===== config.mk =====
export PLATFORM = sky130hd
export DESIGN_NAME = flash_pe_sequencer
export DESIGN_NICKNAME = d
export VERILOG_FILES = /design/src/rtl/fpe_pkg.sv /design/src/rtl/fpe_status_eval.sv /design/src/rtl/fpe_poll_timer.sv /design/src/rtl/fpe_word_pick.sv /design/src/rtl/flash_pe_sequencer.sv
export SDC_FILE = /design/constraint.sdc
export NUM_CORES = 1
export LEC_CHECK = 0
export BUFFER_PORTS_ARGS = -buffer_cell sky130_fd_sc_hd__buf_2
export CAP_MARGIN = 20
export CORE_ASPECT_RATIO = 1.5
export CORE_MARGIN = 1.5
export CORE_UTILIZATION = 53
export DETAILED_ROUTE_END_ITERATION = 10
export PLACE_DENSITY = 0.84
export SYNTH_ARGS = -nofsm -noshare
export SYNTH_HDL_FRONTEND = slang
export SYNTH_SLANG_ARGS = --single-unit

===== constraint.sdc =====
create_clock -name clk -period 4.4 [get_ports clk]
set_input_delay 0.66 -clock clk [delete_from_list [all_inputs] [get_ports clk]]
set_output_delay 0.66 -clock clk [all_outputs]
set_load 0.01 [all_outputs]

===== src/rtl/fpe_pkg.sv =====
package fpe_pkg;

   typedef enum logic [3:0] {
      OP_WORD     = 4'd0,
      OP_DUAL     = 4'd1,
      OP_QUAD     = 4'd2,
      OP_ERASE    = 4'd3,
      OP_SUSPEND  = 4'd4,
      OP_RESUME   = 4'd5,
      OP_LOCK     = 4'd6,
      OP_UNLOCK   = 4'd7,
      OP_LOCKDOWN = 4'd8
   } op_e;

   typedef enum logic [2:0] {
      E_OK      = 3'd0,
      E_VPP     = 3'd1,
      E_PROG    = 3'd2,
      E_ERASE   = 3'd3,
      E_SEQ     = 3'd4,
      E_PROT    = 3'd5,
      E_TIMEOUT = 3'd6,
      E_VERIFY  = 3'd7
   } err_e;

   typedef enum logic [3:0] {
      S_IDLE,
      S_SETUP,
      S_SETUP2,
      S_DATA,
      S_IDCMD,
      S_LREAD,
      S_POLL,
      S_CLEAR,
      S_FINAL
   } st_e;

   localparam logic [7:0] C_PROG1   = 8'h40;
   localparam logic [7:0] C_PROG2   = 8'h30;
   localparam logic [7:0] C_ERASE   = 8'h20;
   localparam logic [7:0] C_CONFIRM = 8'hD0;
   localparam logic [7:0] C_SUSP    = 8'hB0;
   localparam logic [7:0] C_RDSTAT  = 8'h70;
   localparam logic [7:0] C_LKSET   = 8'h60;
   localparam logic [7:0] C_LOCK    = 8'h01;
   localparam logic [7:0] C_LKDOWN  = 8'h2F;
   localparam logic [7:0] C_IDREAD  = 8'h90;
   localparam logic [7:0] C_CLRSTAT = 8'h50;
   localparam logic [7:0] C_ARRAY   = 8'hFF;

endpackage


===== src/rtl/fpe_status_eval.sv =====
module fpe_status_eval
   import fpe_pkg::*;
(
   input  logic [7:0] sr,
   input  logic       is_suspend,
   output err_e       code,
   output logic       susp_taken
);

   always_comb begin
      if (sr[3])               code = E_VPP;
      else if (sr[4] && sr[5]) code = E_SEQ;
      else if (sr[4])          code = E_PROG;
      else if (sr[5])          code = E_ERASE;
      else if (sr[1])          code = E_PROT;
      else                     code = E_OK;
   end

   assign susp_taken = is_suspend && (sr[6] || sr[2]);

endmodule


===== src/rtl/fpe_poll_timer.sv =====
module fpe_poll_timer #(
   parameter int PW = 16
) (
   input  logic          clk,
   input  logic          rst_n,
   input  logic          clear,
   input  logic          step,
   input  logic [PW-1:0] limit,
   output logic          expired
);

   logic [PW-1:0] cnt;
   logic [PW:0]   next_cnt;

   if (PW < 2) begin : g_bad_pw
      $error("fpe_poll_timer: PW must be at least 2");
   end

   assign next_cnt = {1'b0, cnt} + {{PW{1'b0}}, 1'b1};
   assign expired  = step && (next_cnt >= {1'b0, limit});

   always_ff @(posedge clk) begin
      if (!rst_n)      cnt <= '0;
      else if (clear)  cnt <= '0;
      else if (step)   cnt <= next_cnt[PW-1:0];
   end

   assert_cnt_cleared_R6: assert property (@(posedge clk) disable iff (!rst_n)
      clear |=> (cnt == '0));

endmodule


===== src/rtl/fpe_word_pick.sv =====
module fpe_word_pick #(
   parameter int AW   = 22,
   parameter int DW   = 16,
   parameter int MAXW = 4,
   parameter int IDXW = 2
) (
   input  logic [AW-1:0]      base,
   input  logic [MAXW*DW-1:0] words,
   input  logic [IDXW-1:0]    idx,
   input  logic [1:0]         span,
   output logic [AW-1:0]      waddr,
   output logic [DW-1:0]      wdata
);

   if (AW <= IDXW) begin : g_bad_aw
      $error("fpe_word_pick: AW must exceed IDXW");
   end

   for (genvar i = 0; i < AW; i++) begin : g_abit
      if (i < IDXW) begin : g_low
         assign waddr[i] = (32'(span) > i) ? idx[i] : base[i];
      end else begin : g_high
         assign waddr[i] = base[i];
      end
   end

   if (MAXW == 1) begin : g_single
      assign wdata = words[DW-1:0];
   end else begin : g_multi
      assign wdata = words[idx*DW +: DW];
   end

endmodule


===== src/rtl/flash_pe_sequencer.sv =====
module flash_pe_sequencer
   import fpe_pkg::*;
#(
   parameter int         AW        = 22,
   parameter int         DW        = 16,
   parameter int         MAXW      = 4,
   parameter int         PW        = 16,
   parameter logic [7:0] QUAD_CODE = 8'h56
) (
   input  logic               clk,
   input  logic               rst_n,
   input  logic               req_start,
   input  logic [3:0]         req_op,
   input  logic [AW-1:0]      req_addr,
   input  logic [MAXW*DW-1:0] req_data,
   input  logic [PW-1:0]      poll_limit,
   output logic               busy,
   output logic               done,
   output logic [2:0]         err_code,
   output logic               suspended,
   output logic [AW-1:0]      fl_addr,
   output logic [DW-1:0]      fl_wdata,
   input  logic [DW-1:0]      fl_rdata,
   output logic               fl_we,
   output logic               fl_re
);

   localparam int IDXW = (MAXW > 1) ? $clog2(MAXW) : 1;

   if (!(MAXW == 1 || MAXW == 2 || MAXW == 4)) begin : g_bad_maxw
      $error("flash_pe_sequencer: MAXW must be 1, 2 or 4");
   end
   if (DW < 8) begin : g_bad_dw
      $error("flash_pe_sequencer: DW must be at least 8");
   end

   st_e                state;
   logic [3:0]         op_q;
   logic [AW-1:0]      addr_q;
   logic [MAXW*DW-1:0] data_q;
   logic [IDXW-1:0]    idx;
   logic [7:0]         sr_q;
   err_e               err_q;
   logic               done_q;
   logic               susp_q;

   // Which multi-word widths this build supports.
   logic dual_ok, quad_ok;
   if (MAXW >= 4) begin : g_quad
      assign dual_ok = 1'b1;
      assign quad_ok = 1'b1;
   end else if (MAXW == 2) begin : g_dual
      assign dual_ok = 1'b1;
      assign quad_ok = 1'b0;
   end else begin : g_one
      assign dual_ok = 1'b0;
      assign quad_ok = 1'b0;
   end

   logic op_legal;
   always_comb begin
      case (req_op)
         OP_WORD, OP_ERASE, OP_SUSPEND, OP_RESUME,
         OP_LOCK, OP_UNLOCK, OP_LOCKDOWN: op_legal = 1'b1;
         OP_DUAL: op_legal = dual_ok;
         OP_QUAD: op_legal = quad_ok;
         default: op_legal = 1'b0;
      endcase
   end

   logic is_prog, is_erase, is_lock;
   assign is_prog  = (op_q == OP_WORD) || (op_q == OP_DUAL) || (op_q == OP_QUAD);
   assign is_erase = (op_q == OP_ERASE);
   assign is_lock  = (op_q == OP_LOCK) || (op_q == OP_UNLOCK) || (op_q == OP_LOCKDOWN);

   logic [1:0]      span;
   logic [IDXW-1:0] last_idx;
   always_comb begin
      case (op_q)
         OP_DUAL: span = 2'd1;
         OP_QUAD: span = 2'd2;
         default: span = 2'd0;
      endcase
      last_idx = IDXW'((32'd1 << span) - 32'd1);
   end

   logic [AW-1:0] word_addr;
   logic [DW-1:0] word_data;

   fpe_word_pick #(
      .AW(AW), .DW(DW), .MAXW(MAXW), .IDXW(IDXW)
   ) u_pick (
      .base  (addr_q),
      .words (data_q),
      .idx   (idx),
      .span  (span),
      .waddr (word_addr),
      .wdata (word_data)
   );

   err_e eval_code;
   logic susp_taken;

   fpe_status_eval u_eval (
      .sr         (fl_rdata[7:0]),
      .is_suspend (op_q == OP_SUSPEND),
      .code       (eval_code),
      .susp_taken (susp_taken)
   );

   logic poll_step, poll_expired;
   assign poll_step = (state == S_POLL) && !fl_rdata[7];

   fpe_poll_timer #(.PW(PW)) u_timer (
      .clk     (clk),
      .rst_n   (rst_n),
      .clear   (state != S_POLL),
      .step    (poll_step),
      .limit   (poll_limit),
      .expired (poll_expired)
   );

   // Readback check for the lock family: DQ0 = locked, DQ1 = locked-down.
   logic lock_match;
   always_comb begin
      case (op_q)
         OP_LOCK:     lock_match = fl_rdata[0];
         OP_UNLOCK:   lock_match = !fl_rdata[0];
         OP_LOCKDOWN: lock_match = fl_rdata[1];
         default:     lock_match = 1'b1;
      endcase
   end

   logic [7:0] setup_cmd, second_cmd;
   always_comb begin
      case (op_q)
         OP_WORD:    setup_cmd = C_PROG1;
         OP_DUAL:    setup_cmd = C_PROG2;
         OP_QUAD:    setup_cmd = QUAD_CODE;
         OP_ERASE:   setup_cmd = C_ERASE;
         OP_SUSPEND: setup_cmd = C_SUSP;
         OP_RESUME:  setup_cmd = C_CONFIRM;
         default:    setup_cmd = C_LKSET;
      endcase
      case (op_q)
         OP_LOCK:     second_cmd = C_LOCK;
         OP_LOCKDOWN: second_cmd = C_LKDOWN;
         default:     second_cmd = C_CONFIRM;
      endcase
   end

   // Bus drive: one strobe per state.
   always_comb begin
      fl_we    = 1'b0;
      fl_re    = 1'b0;
      fl_addr  = addr_q;
      fl_wdata = '0;
      case (state)
         S_SETUP: begin
            fl_we    = 1'b1;
            fl_wdata = DW'(setup_cmd);
         end
         S_SETUP2: begin
            fl_we    = 1'b1;
            fl_wdata = DW'(C_RDSTAT);
         end
         S_DATA: begin
            fl_we = 1'b1;
            if (is_prog) begin
               fl_addr  = word_addr;
               fl_wdata = word_data;
            end else begin
               fl_wdata = DW'(second_cmd);
            end
         end
         S_IDCMD: begin
            fl_we    = 1'b1;
            fl_wdata = DW'(C_IDREAD);
         end
         S_LREAD, S_POLL: fl_re = 1'b1;
         S_CLEAR: begin
            fl_we    = 1'b1;
            fl_wdata = DW'(C_CLRSTAT);
         end
         S_FINAL: begin
            fl_we    = 1'b1;
            fl_wdata = DW'(C_ARRAY);
         end
         default: ;
      endcase
   end

   always_ff @(posedge clk) begin
      if (!rst_n) begin
         state  <= S_IDLE;
         op_q   <= '0;
         addr_q <= '0;
         data_q <= '0;
         idx    <= '0;
         sr_q   <= '0;
         err_q  <= E_OK;
         done_q <= 1'b0;
         susp_q <= 1'b0;
      end else begin
         done_q <= 1'b0;
         case (state)
            S_IDLE: begin
               if (req_start) begin
                  op_q   <= req_op;
                  addr_q <= req_addr;
                  data_q <= req_data;
                  idx    <= '0;
                  sr_q   <= '0;
                  susp_q <= 1'b0;
                  if (op_legal) begin
                     err_q <= E_OK;
                     state <= S_SETUP;
                  end else begin
                     err_q <= E_SEQ;
                     state <= S_FINAL;
                  end
               end
            end
            S_SETUP: begin
               if (op_q == OP_SUSPEND)     state <= S_SETUP2;
               else if (op_q == OP_RESUME) state <= S_POLL;
               else                        state <= S_DATA;
            end
            S_SETUP2: state <= S_POLL;
            S_DATA: begin
               if (is_prog) begin
                  if (idx == last_idx) state <= S_POLL;
                  else                 idx   <= idx + 1'b1;
               end else if (is_erase) begin
                  state <= S_POLL;
               end else if (is_lock) begin
                  state <= S_IDCMD;
               end else begin
                  state <= S_FINAL;
               end
            end
            S_IDCMD: state <= S_LREAD;
            S_LREAD: begin
               err_q <= lock_match ? E_OK : E_VERIFY;
               state <= S_FINAL;
            end
            S_POLL: begin
               if (fl_rdata[7]) begin
                  sr_q <= fl_rdata[7:0];
                  if (susp_taken) begin
                     susp_q <= 1'b1;
                     state  <= S_FINAL;
                  end else begin
                     err_q <= eval_code;
                     state <= (eval_code != E_OK) ? S_CLEAR : S_FINAL;
                  end
               end else if (poll_expired) begin
                  err_q <= E_TIMEOUT;
                  state <= S_FINAL;
               end
            end
            S_CLEAR: state <= S_FINAL;
            S_FINAL: begin
               done_q <= 1'b1;
               state  <= S_IDLE;
            end
            default: state <= S_IDLE;
         endcase
      end
   end

   assign busy      = (state != S_IDLE);
   assign done      = done_q;
   assign err_code  = err_q;
   assign suspended = susp_q;

   assert_one_strobe_R1: assert property (@(posedge clk) disable iff (!rst_n)
      !(fl_we && fl_re));

   assert_ends_in_array_R9: assert property (@(posedge clk) disable iff (!rst_n)
      done |-> ($past(fl_we) && ($past(fl_wdata[7:0]) == C_ARRAY)));

   assert_clear_before_end_R5: assert property (@(posedge clk) disable iff (!rst_n)
      (done && sr_q[7] && (err_code >= 3'd1) && (err_code <= 3'd5))
         |-> ($past(fl_we, 2) && ($past(fl_wdata[7:0], 2) == C_CLRSTAT)));

   assert_supply_first_R4: assert property (@(posedge clk) disable iff (!rst_n)
      (done && sr_q[7] && sr_q[3] && !suspended) |-> (err_code == E_VPP));

   assert_op_held_R11: assert property (@(posedge clk) disable iff (!rst_n)
      (busy && $past(busy)) |-> $stable(op_q));

endmodule


Yosys cells after proc, flatten, opt, wreduce, memory -nomap -nowiden
Memory sizes are Yosys's and may differ from the RTL's.
Index checks and enable logic that the tools add are counted.
{ "word_totals": {"regBits": 117, "output_inout_bits": 46, "mem_bits_ro": 16, "mem_count": 1} }
{ "memory_table": {"columns": ["memory", "depth", "word_bits", "read_ports", "rd_ports_with_merged_regs", "write_ports", "line", "rtl"], "rows": [
  ["(name not given)", 16, 1, 1, 0, 0, "flash_pe_sequencer.sv:62", "case (req_op)"]
]} }
{ "classes": {"n_eq_ne": 26, "n_bitwise": 1, "magnitude_cmp": 3, "n_reduce_logical": 27, "mux": 46, "shift": 2, "addsub": 3} }
{ "ops": {"columns": ["op", "n"], "rows": [
  ["$pmux 16 s6", 1],
  ["$shiftx 64x7->16", 1],
  ["$pmux 8 s6", 1],
  ["$mux 4", 10],
  ["$mux 3", 13],
  ["$eq 4x3->1 const B", 8],
  ["$pmux 4 s7", 1],
  ["$add 16x1->17 const B", 1],
  ["$ge 17x16->1", 1],
  ["$eq 4x2->1 const B", 4],
  ["$mux 16", 1],
  ["$pmux 8 s2", 1],
  ["$reduce_and 4->1", 3],
  ["$mux 2", 5],
  ["$ne 2x2->1 const B", 5],
  ["$ne 3x3->1 const B", 3],
  ["$pmux 3 s3", 1],
  ["$eq 4x1->1 const B", 2],
  ["$eq 4x4->1 const B", 2],
  ["$logic_not 4->1", 2],
  ["$mux 1", 8],
  ["$pmux 2 s2", 2],
  ["$reduce_bool 3->1", 2],
  ["$reduce_or 2->1", 3],
  ["17 further kinds", 27]
]} }

Logic depth before layout (Yosys ltp)
{ "logic_depth": {"ltp_word": 10, "mapped_depth": 12} }

Cells and area by module
From an unflattened synthesis, not the netlist that was laid out.
{ "unflattened": {"hier_cells": 819, "area_unflattened_um2": 6734.0} }
{ "modules_own_cells": {"columns": ["mod", "cells_each", "instances", "area_each_um2", "seq_area_each_um2"], "rows": [
  ["flash_pe_sequencer", 605, 1, 4730.8, 2021.9],
  ["fpe_poll_timer", 162, 1, 1336.3, 320.3],
  ["fpe_word_pick", 43, 1, 604.3, 0.0],
  ["fpe_status_eval", 9, 1, 62.6, 0.0]
]} }

Worst setup path before layout
OpenSTA, ideal clock, no wires.
{ "synth_path": {"kind": "reg2reg", "startpoint": "register u_timer.cnt[0]", "endpoint": "register err_q[0], in the netlist err_code[0]", "arrival_ns": 3.084, "path_slack_ns": 1.213, "stages_incl_launch_ff": 12, "setup_ns": 0.103, "n_path_buf": 0, "required_ns": 4.297, "synth_period_minus_slack_ns": 3.187, "cell_sequence": "dfxtp_1 > ha_1 > nand3_1 > nor3_1 > nand2_1 > xnor2_1 > ha_1 > a21o_1 > a2111oi_4 > o211ai_2 > or3b_4 > a2111oi_2"} }
{ "synth_via": {"elab_chain_cells": 5} }
{ "synth_rtl": {"columns": ["element", "line", "rtl"], "rows": [
  ["start: declaration", "fpe_poll_timer.sv:12", "logic [PW-1:0] cnt;"],
  ["start signal: assignment", "fpe_poll_timer.sv:25", "else if (step) cnt <= next_cnt[PW-1:0];"],
  ["$add 16x1->17", "fpe_poll_timer.sv:19", "assign next_cnt = {1'b0, cnt} + {{PW{1'b0}}, 1'b1};"],
  ["named net u_timer.next_cnt[14]", "fpe_poll_timer.sv:13", "logic [PW:0] next_cnt;"],
  ["$ge 17x16->1", "fpe_poll_timer.sv:20", "assign expired = step && (next_cnt >= {1'b0, limit});"],
  ["$logic_and 1x1->1", "fpe_poll_timer.sv:20", null],
  ["$ne 3x3->1 (no line)", null, null],
  ["$reduce_and 4->1 (no line)", null, null],
  ["end signal: assignment", "flash_pe_sequencer.sv:244", "err_q <= lock_match ? E_OK : E_VERIFY;"],
  ["end signal: assignment", "flash_pe_sequencer.sv:254", "err_q <= eval_code;"],
  ["end: declaration", "flash_pe_sequencer.sv:43", "err_e err_q;"]
]} }
The timed path passes the listed nets, and every way through them passes these cells.
A chain may end at the register's enable or synchronous reset.

Final worst setup path
{ "layout_path": {"startpoint": "register state[1]", "endpoint": "output port fl_addr[0]"} }
{ "layout_via": {"elab_chain_cells": 2} }
{ "layout_rtl": {"columns": ["element", "line", "rtl"], "rows": [
  ["start: declaration", "flash_pe_sequencer.sv:37", "st_e state;"],
  ["start signal: assignment", "flash_pe_sequencer.sv:255", "state <= (eval_code != E_OK) ? S_CLEAR : S_FINAL;"],
  ["$eq 4x2->1", "flash_pe_sequencer.sv:158", "case (state)"],
  ["$mux 2", "flash_pe_sequencer.sv:158", null],
  ["end: declaration", "flash_pe_sequencer.sv:21", "output logic [AW-1:0] fl_addr,"]
]} }
Every way passes these cells.

==> out/metrics.yaml <==
synth_top_area_cell: "dfxtp_1"
antenna_found_initial: 1
comb_power_share: 0.175
synth_enable_flop_cells: 0
seqPwrFrac: 0.381
initialDrtViolationCount: 415
rsz0062_at_grt: "no"
end_kind: "output pin"
slew_viol_final: 0
cts_resized: 0
timing.final.ws_setup_ns: 0.818
core_mm2: 0.0114
drc: 0
reg2reg_depth: 11
ant_nets: 0
syn_inst: 788
mappedNetlistArea_mm2: 0.00614
hold_path.class: "reg2reg"
place_ws_ns: 0.848
wire_per_inst_um: 14.4
grt_pass1_vias: 5652
io_pins: 171
ir_worst_vdd_mv: 0.334
die_w_um: 90.9
fin_tns_setup_ns: 0
syn-num-nets: 931
grt_max_degree: 91
h-tree-depth: 4
crit_start: "state[1]"
fin_total_pwr_mw: 3.27
nets: 1048
yosys-mux-area-fraction: 0.0709
maxCapViolCount: 0
portBuffers: 162
cp_max_fo: 22
num-fill-cells: 947
layout_worst_path_cycle_share: 0.814
yosys.area_share.adder: 0.0383
clk_latency_ns: 0.41
first_pass_iters: 5
grt_overflow: 0
drt_wl_total_um: 15400
design_area_mm2: 0.00747
synth_cell_types: 53
fmax_mhz: 279
netSwitchingFraction: 0.296
die_h_um: 135
switching_power_mw: 0.966
setup.worst_path.start_class: "flip-flop"
grtUsageTotal: 0.256
cp.arrival_ns: 2.92
gp_congestion: 0.872
avgViaCountPerCell: 5.46
synth_top_family_by_area: "simple AND/OR/NAND/NOR gates"
clk_pin_slew_worst_paths_ns: 0.06
cts_setup_buffers: 0
internal_power_mw: 2.30
outcome: "complete, no violations"
timing.clock.skew_ns: 0.0132
leakagePower_nw: 3.18
fin_crit_ns: 3.58
yosys_warnings: 0
max-clock-path-buffers: 2
ys.flop_type: "dfxtp_1"
ys_seq_area_frac: 0.381
synth_simple_gate_area_frac: 0.241
netlist.area_leader.share: 0.381
multi_input_area_mm2: 0.00340
setup_viol: 0
synth-async-reset-ratio: 0
utilization: 0.655
cts_hold_buf: 0
worstHoldPathCells: 2
power_frac_clock: 0.444
rows: 48
r2r_setup_slack_ns: 0.84
crit_end: "fl_addr[0]"
r2r-start: "u_timer.cnt[0]"
synth_compound_area_frac: 0.158
root_buffer: "clkbuf_16"
ys_seq_elements: 117
rr_endpoint: "err_code[0]"
dieArea_mm2: 0.0123
num_vias: 5837
drive_above_1_share: 0.248
relSlewSlack: 0.337
seq_area_mm2: 0.00234
cts_tree: "built"
synth_xor_xnor_area_share: 0.0428
placed_cell_area_mm2: 0.00685
start_util: 0.538
crit_required_ns: 3.74
syn_to_final_growth_pct: 21.7
cts_buffers: 17
power_density_mw_per_mm2: 437
clkSinkCount: 117
dp_hpwl_um: 10600
grt_pass1_wl_um: 25300
synth_area_leaders: "dfxtp_1, nand2_1, a21oi_1"
worstSetupPathType: "reg2out"
tightestPinTransition_ns: 0.995
hold_viol: 0
syn_area_per_cell_um2: 7.79
cell usage in the layout (no fill, tap or decap), types with 16 or more instances in the layout:
master	netlist	final
a21oi_1	111	111
buf_2	1	162
clkbuf_16	0	17
dfxtp_1	117	117
ha_1	18	18
inv_1	22	22
mux4_2	16	16
nand2_1	200	200
nor2_1	59	59
o21ai_0	18	18
xnor2_1	22	22
per-layer routing:
layer | global-route usage | wire length (um)
met4 | 0.125 | 507
met2 | 0.442 | 7880
met1 | 0.288 | 6040
met5 | 0 | 0
met3 | 0.0732 | 983
logic make-up after synthesis:
logic type | after synthesis
compound gates | 169
buf+inv | 91
simple gates | 339
flops | 117
fa+ha+maj | 19
xor+xnor | 30
mux | 23
state kept, by name, summed over array words and instances (netlist names), 2 cells and up:
register,count
u_timer.cnt,16
state,4
addr_q,22
data_q,64
op_q,4
idx,2
err_code,3
synthesized netlist by cell type (8+ instances only):
| cell type | instances |
|---|---|
| a21oi_1 | 111 |
| a31oi_1 | 9 |
| buf_4 | 20 |
| clkbuf_1 | 43 |
| dfxtp_1 | 117 |
| ha_1 | 18 |
| inv_1 | 22 |
| mux4_2 | 16 |
| nand2_1 | 200 |
| nand2b_1 | 9 |
| nand3_1 | 14 |
| nor2_1 | 59 |
| nor2b_1 | 13 |
| nor3_1 | 8 |
| o21ai_0 | 18 |
| xnor2_1 | 22 |
| xor2_1 | 8 |
metrics by stage:
step / hold slack, ns / cells
final: 0.449 / 1069
after global routing: 0.466 / 1069
after CTS: 0.451 / 1068
after detailed placement: 0.443 / 1036
after global placement: 0.439 / 1036
after floorplan: 0.433 / 788
power groups by stage:
stage	clock, mW	combinational (mW)	sequential (mW)
after floorplan	0	0.437	1.23
after global placement	0	0.556	1.26
after detailed placement	0	0.567	1.26
after CTS	1.47	0.571	1.24
after global routing	1.52	0.642	1.26
final	1.45	0.571	1.24
critical path, stage by stage (launching register included):
cell and delay (ns):
dfxtp_1 0.77, nand2b_1 0.16, nor2_1 0.37, nand3_1 0.48
nor2_1 0.24, mux2_2 0.35, buf_2 0.14
worst min-delay path by stage:
stage,start,to,slack (ns)
after floorplan,data_q[22],data_q[22],0.43
after global placement,addr_q[14],addr_q[14],0.44
after detailed placement,addr_q[14],addr_q[14],0.44
after CTS,addr_q[14],addr_q[14],0.45
after global routing,addr_q[14],addr_q[14],0.47
final,addr_q[4],addr_q[4],0.45
layout make-up:
cell class	count	share of cell area
diodes	1	0.000335
clock buffers	18	0.0574
clock inverters	14	0.0253
inverters	23	0.0116
multi-input cells	580	0.454
flip-flops and latches	117	0.313
well taps	150	0.0251
repair buffers	166	0.113
No activity file was read; power rests on OpenSTA's default activity.
